## src/rtl/fir_sym_pkg.sv

```systemverilog
package fir_sym_pkg;

    localparam int FIR_SAMPLE_W = 18;
    localparam int FIR_COEF_W   = 18;
    localparam int FIR_PRE_W    = 25;
    localparam int FIR_ACC_W    = 48;
    localparam int FIR_PAIRS    = 3;

    // Delay-line tap feeding the stepping operand of pair t.
    function automatic int near_tap(input int t);
        return 2 * t;
    endfunction

    // Delay-line tap shared by all pairs as the second operand.
    function automatic int far_tap(input int pairs);
        return 2 * pairs - 1;
    endfunction

endpackage

```

## src/rtl/fir_sym_delay.sv

```systemverilog
module fir_sym_delay #(
    parameter int W     = 18,
    parameter int DEPTH = 6
) (
    input  logic                 clk,
    input  logic                 rst_n,
    input  logic                 adv,
    input  logic [W-1:0]         din,
    output logic [DEPTH*W-1:0]   taps
);

    typedef struct packed {
        logic [DEPTH-1:0][W-1:0] line;
    } dly_state_t;

    dly_state_t st_d, st_q;

    always_comb begin
        st_d = st_q;
        if (adv) begin
            st_d.line[0] = din;
            for (int i = 1; i < DEPTH; i++) begin
                st_d.line[i] = st_q.line[i-1];
            end
        end
    end

    always_ff @(posedge clk) begin
        if (!rst_n) st_q <= '0;
        else        st_q <= st_d;
    end

    assign taps = st_q.line;

    assert_line_hold_R7: assert property (@(posedge clk) disable iff (!rst_n)
        !adv |=> $stable(st_q.line));

    assert_line_load_R4: assert property (@(posedge clk) disable iff (!rst_n)
        adv |=> st_q.line[0] == $past(din));

endmodule

```

## src/rtl/fir_sym_tap.sv

```systemverilog
module fir_sym_tap #(
    parameter int SAMPLE_W = 18,
    parameter int COEF_W   = 18,
    parameter int PRE_W    = 25,
    parameter int ACC_W    = 48
) (
    input  logic                       clk,
    input  logic                       rst_n,
    input  logic                       adv,
    input  logic signed [SAMPLE_W-1:0] samp_a,
    input  logic signed [SAMPLE_W-1:0] samp_b,
    input  logic signed [COEF_W-1:0]   coef,
    input  logic signed [ACC_W-1:0]    acc_in,
    output logic signed [ACC_W-1:0]    acc_out
);

    localparam int MUL_W = PRE_W + COEF_W;

    typedef struct packed {
        logic signed [PRE_W-1:0] pre;
        logic signed [MUL_W-1:0] prod;
        logic signed [ACC_W-1:0] acc;
    } tap_state_t;

    tap_state_t st_d, st_q;

    logic signed [PRE_W-1:0] a_ext, b_ext;
    logic signed [MUL_W-1:0] pre_wide, coef_wide;

    always_comb begin
        a_ext     = PRE_W'(samp_a);
        b_ext     = PRE_W'(samp_b);
        pre_wide  = MUL_W'(st_q.pre);
        coef_wide = MUL_W'(coef);
        st_d      = st_q;
        if (adv) begin
            st_d.pre  = a_ext + b_ext;
            st_d.prod = pre_wide * coef_wide;
            st_d.acc  = ACC_W'(st_q.prod) + acc_in;
        end
    end

    always_ff @(posedge clk) begin
        if (!rst_n) st_q <= '0;
        else        st_q <= st_d;
    end

    assign acc_out = st_q.acc;

    assert_tap_hold_R7: assert property (@(posedge clk) disable iff (!rst_n)
        !adv |=> $stable(st_q.acc) && $stable(st_q.prod));

endmodule

```

## src/rtl/fir_sym6.sv

```systemverilog
module fir_sym6
    import fir_sym_pkg::*;
#(
    parameter int SAMPLE_W  = FIR_SAMPLE_W,
    parameter int COEF_W    = FIR_COEF_W,
    parameter int PRE_W     = FIR_PRE_W,
    parameter int ACC_W     = FIR_ACC_W,
    parameter int NUM_PAIRS = FIR_PAIRS
) (
    input  logic                          clk,
    input  logic                          rst_n,
    input  logic                          in_valid,
    input  logic [SAMPLE_W-1:0]           in_sample,
    input  logic [NUM_PAIRS*COEF_W-1:0]   coef,
    output logic                          out_valid,
    output logic [ACC_W-1:0]              out_sample
);

    localparam int DEPTH = 2 * NUM_PAIRS;
    localparam int FAR   = far_tap(NUM_PAIRS);

    typedef struct packed {
        logic vld;
    } top_state_t;

    top_state_t st_d, st_q;

    logic [DEPTH*SAMPLE_W-1:0]     taps;
    logic [NUM_PAIRS:0][ACC_W-1:0] chain;

    fir_sym_delay #(.W(SAMPLE_W), .DEPTH(DEPTH)) u_delay (
        .clk  (clk),
        .rst_n(rst_n),
        .adv  (in_valid),
        .din  (in_sample),
        .taps (taps)
    );

    // First adder of the chain starts from zero.
    assign chain[0] = '0;

    for (genvar t = 0; t < NUM_PAIRS; t++) begin : g_pair
        localparam int NEAR = near_tap(t);
        fir_sym_tap #(
            .SAMPLE_W(SAMPLE_W), .COEF_W(COEF_W),
            .PRE_W(PRE_W), .ACC_W(ACC_W)
        ) u_tap (
            .clk    (clk),
            .rst_n  (rst_n),
            .adv    (in_valid),
            .samp_a (taps[NEAR*SAMPLE_W +: SAMPLE_W]),
            .samp_b (taps[FAR*SAMPLE_W +: SAMPLE_W]),
            .coef   (coef[t*COEF_W +: COEF_W]),
            .acc_in (chain[t]),
            .acc_out(chain[t+1])
        );
    end

    always_comb begin
        st_d     = st_q;
        st_d.vld = in_valid;
    end

    always_ff @(posedge clk) begin
        if (!rst_n) st_q <= '0;
        else        st_q <= st_d;
    end

    assign out_valid  = st_q.vld;
    assign out_sample = chain[NUM_PAIRS];

    assert_reset_clear_R1: assert property (@(posedge clk)
        !rst_n |=> (out_sample == '0) && !out_valid);

    assert_valid_follow_R2: assert property (@(posedge clk) disable iff (!rst_n)
        in_valid |=> out_valid);

    assert_valid_idle_R2: assert property (@(posedge clk) disable iff (!rst_n)
        !in_valid |=> !out_valid);

    assert_out_hold_R7: assert property (@(posedge clk) disable iff (!rst_n)
        !in_valid |=> $stable(out_sample));

endmodule

```

## config.mk

```make
export PLATFORM = sky130hd
export DESIGN_NAME = fir_sym6
export DESIGN_NICKNAME = d
export VERILOG_FILES = /design/src/rtl/fir_sym_pkg.sv /design/src/rtl/fir_sym_delay.sv /design/src/rtl/fir_sym_tap.sv /design/src/rtl/fir_sym6.sv
export SDC_FILE = /design/constraint.sdc
export NUM_CORES = 2
export LEC_CHECK = 0
export BUFFER_PORTS_ARGS = -buffer_cell sky130_fd_sc_hd__buf_2
export CORE_ASPECT_RATIO = 0.9
export CORE_MARGIN = 1
export CORE_UTILIZATION = 50
export DETAILED_ROUTE_END_ITERATION = 8
export PLACE_DENSITY = 0.8
export SETUP_SLACK_MARGIN = 0.02
export SYNTH_ARGS = -nofsm -noshare
export SYNTH_HDL_FRONTEND = slang
export SYNTH_SLANG_ARGS = --single-unit
```

## constraint.sdc

```tcl
create_clock -name clk -period 7.64 [get_ports clk]
set_clock_uncertainty 0.15 [all_clocks]
set_input_delay 1.528 -clock clk [delete_from_list [all_inputs] [get_ports clk]]
set_output_delay 1.528 -clock clk [all_outputs]
set_load 0.01 [all_outputs]
```

==> metrics.md <==
| Metric | Value |
|---|---|
| Multi-input gate area | 44800 sq um |
| Top cell by count, worst path | fa_1 |
| Initial drt markers | 3191 |
| Synth Instances | 6507 |
| Clk_lat worst skew | 0.58 ns |
| Clock sink total | 406 |
| Initial antenna violation count | 5 |
| DP Wirelength | 124000 um |
| Critical R2R Launch | g_pair[1].u_tap.pre_wide[17]$_SDFFE_PN0P_ |
| Routed len/inst | 18.1 um |
| Pre-CTS setup slack | -0.141 ns |
| Total power | 0.00951 W |
| Flop2flop setup slack | 0.56 ns |
| Initial Util | 50.4% |
| Average cell area after synthesis | 9.05 sq um |
| Unrepaired setup endpoints after global routing | no |
| CP arrival | 7.61 ns |
| Sequential share of the synthesized area | 13.8% |
| Max Cap Viol | 0 |
| Final ANT Viol Nets | 0 |
| Number of fillers in the final layout | 10200 |
| Hold Path Origin | g_pair[2].u_tap.acc_out[45]$_SDFFE_PN0P_ |
| Placeable Area | 117000 sq um |
| Cell variety after synth | 77 |
| Hold Fails Final Rpt | 0 |
| R2R cell count | 20 |
| VDD IR max | 211 uV |
| Number of synthesized flops with an enable pin | 0 |
| Most frequent cells after synthesis | 1194 x inv_1, 1040 x fa_1, 645 x nand2_1 |
| Final setup viols | 0 |
| Finished Core Util | 54.6% |
| Cell-by-cell listing of the critical path | buf_2 -> buf_4 -> and2_1 -> fa_1 -> inv_1 -> fa_1 -> fa_1 -> inv_1 -> fa_1 -> fa_1 -> inv_1 -> fa_1 -> inv_1 -> ha_1 -> o21ai_0 -> a21boi_0 -> o211a_1 -> o311ai_1 -> nand2_1 -> o41a_1 -> a211oi_2 -> buf_4 -> xor2_1 -> o21ai_1 |
| Worst Setup Start Kind | primary input |
| Design Area, Final | 63800 sq um |
| IO buf count | 123 |
| # Post-CTS Setup Buffers | 0 |
| Flops & latches, synth | 406 |
| Synth Area in Simple Gates | 16.3% |
| Die span in y | 328 um |
| Top cell type's share of synthesized area | 35.4% |
| Final slew viol count | 0 |
| Worst-path clk slew | 0.06 ns |
| Slew @ Worst Pin | 1.22 ns |
| Main combinational cell family by area after synthesis | adder cells |
| Congestion Overflow GR | 0 |
| GRT Total Usage | 25.9% |
| Site row count | 119 |
| Final Cycle Share | 96.0% |
| Crit path capture type | flop |
| Met2 GRT Util | 42.5% |
| Synth Area in Adders | 44.3% |
| Synth Area in Compound Gates | 8.03% |
| Asr flop ratio synth | 0% |
| Num ports | 124 |
| Cts hold-fix bufs | 0 |
| CP required | 7.92 ns |
| Share of layout cells above drive strength 1 | 7.81% |
| Final WL | 149000 um |
| DP Area | 62300 sq um |
| Die Wd | 364 um |
| Post-Syn Area | 58900 sq um |
| Mux contribution to synthesized area | 4.29% |
| DRT Pass-1 Iters | 6 |
| Cts bufs inserted | 44 |
| Worst Hold Path Cells | 2 |
| XOR/XNOR Fraction of Synth Area | 3.18% |
| Post-synth top area cell | fa_1 |
| CTS root buffer | clkbuf_16 |
| Die area | 119000 sq um |
| Power density cells | 149 nW/um^2 |
| Crit-path max FO | 7 |
| DRC | 0 |
| Main synth FF type | dfxtp_1 |
| Slowest stage cell on the critical path | fa_1 |
| Vias in the first global route | 46600 |
| Status | complete, no violations |
| Fin nets | 8158 |
| Post-layout min period | 7.33 ns |
| Gpl congestion | 0.968 |
| Synth area leaders | fa_1 35%, dfxtp_1 14%, ha_1 8.9% |
| Setup ws final | 0.306 ns |
| Slowest Stage Delay on Critical Path | 0.55 ns |
| First-pass GRT wire length | 246000 um |
| Rel. slew slack | 18.5% |
| YS warnings | 0 |
| CTS tree | yes |
| Critical path class | primary input to flop |
| P_leak | 32.2 nW |
| Most Used Layer, Global Route | met2 |
| Vias | 44100 |
| H-Tree Depth | 2 |
| Worst R2R End | g_pair[1].u_tap.st_q[89]$_SDFFE_PN0P_ |
| Top-count cell post-synth | inv_1 |
| Largest net degree at the start of global routing | 134 |
| Met3 Use GR | 3.36% |
| Register area | 8130 sq um |
| Met1 Use GR | 35.1% |
| Max Clock Freq | 0.136 GHz |
| Post_cts resized | 0 |
| Hold Path Class | flop to flop |
| Hold EP | g_pair[2].u_tap.acc_out[45]$_SDFFE_PN0P_ |
| Post-synth net total | 8042 |
| Routed vias/inst | 5.36 |
| CTS Buffer Depth | 3 |
| Area Overhead vs Synth | 8.41% |
metal layers:
metal,vias up,wire length (um)
met5,-,0
met4,0,6020
met3,300,10200
met2,1488,69500
met1,22000,63500
li1,20300,-
cell usage in the layout (no fill, tap or decap), drive strengths merged, types with 18 or more instances in the layout:
cell type  netlist  layout
inv           1194    1198
a21oi          209     209
xor2            79      79
mux2i          251     251
o21a            35      35
a21boi          18      18
nor3            54      54
nand4           19      19
nand3           48      48
dfxtp          406     406
nand2b          38      38
and3            22      22
a211oi          28      28
xnor2          135     135
clkbuf         254      54
fa            1040    1040
o21bai          22      22
o21ai          175     175
nor2b          252     252
buf             88     412
nor2           262     262
ha             420     420
a21o            95      95
nand2          645     645
and2           531     531
critical path: cells and delay by family:
family / cells / cell delay [ns]
fa+ha+maj: 7 / 3.29
compound gates: 7 / 1.60
simple gates: 2 / 0.36
xor+xnor: 1 / 0.13
buf+inv: 7 / 0.69
state kept, by name, summed over array words and instances (netlist names):
register / flops
g_pair.u_tap.st_q: 111
g_pair.u_tap.acc_out: 129
out_valid: 1
u_delay.taps: 108
g_pair.u_tap.pre_wide: 57
where the power goes:
part           total (W)  internal (W)  leakage, nW  switching, W
combinational    0.00475       0.00208         28.1       0.00268
clock            0.00228       0.00136        0.757      0.000925
sequential       0.00247       0.00229         3.30      0.000180
metrics by stage:
step           hold WS (ns)  cells  TNS [ns]
6_report              0.293   8229         0
5_1_grt               0.323   8229         0
4_1_cts               0.295   8228         0
3_5_place_dp          0.283   8150    -0.916
3_3_place_gp          0.286   8150    -0.165
2_1_floorplan         0.273   6507         0
cell families (layout without fill, tap and decap cells):
kind of cell | after synthesis | in the layout
AOI/OAI and AO/OA | 727 | 727
other | 0 | 1
and+or+nand+nor | 1911 | 1911
muxes | 252 | 252
buffers and inverters | 1537 | 1685
adders and majority gates | 1460 | 1460
xor gates and xnor gates | 214 | 214
DFF | 406 | 406
how the worst max path moves through the flow:
stage                                                  endpoint  depth (start not counted)      from
after global routing      g_pair[1].u_tap.st_q[73]$_SDFFE_PN0P_                         24  coef[21]
after global placement    g_pair[1].u_tap.st_q[73]$_SDFFE_PN0P_                         24  coef[21]
after detailed placement  g_pair[0].u_tap.st_q[81]$_SDFFE_PN0P_                         23   coef[6]
final                     g_pair[0].u_tap.st_q[81]$_SDFFE_PN0P_                         24   coef[6]
after CTS                 g_pair[0].u_tap.st_q[81]$_SDFFE_PN0P_                         23   coef[6]
after floorplan           g_pair[0].u_tap.st_q[83]$_SDFFE_PN0P_                         24  coef[10]
layout make-up:
class                      count  share of cell area (%)
inverter                    1195                    7.03
sequential                   406                    12.7
clock buffer                  54                    1.93
multi-input combinational   4564                    70.2
clock inverter                24                   0.488
antenna                        1                 0.00392
timing repair buffer         412                    4.53
tap                         1573                    3.08
Note: power is estimated with default switching activity, not from simulation.
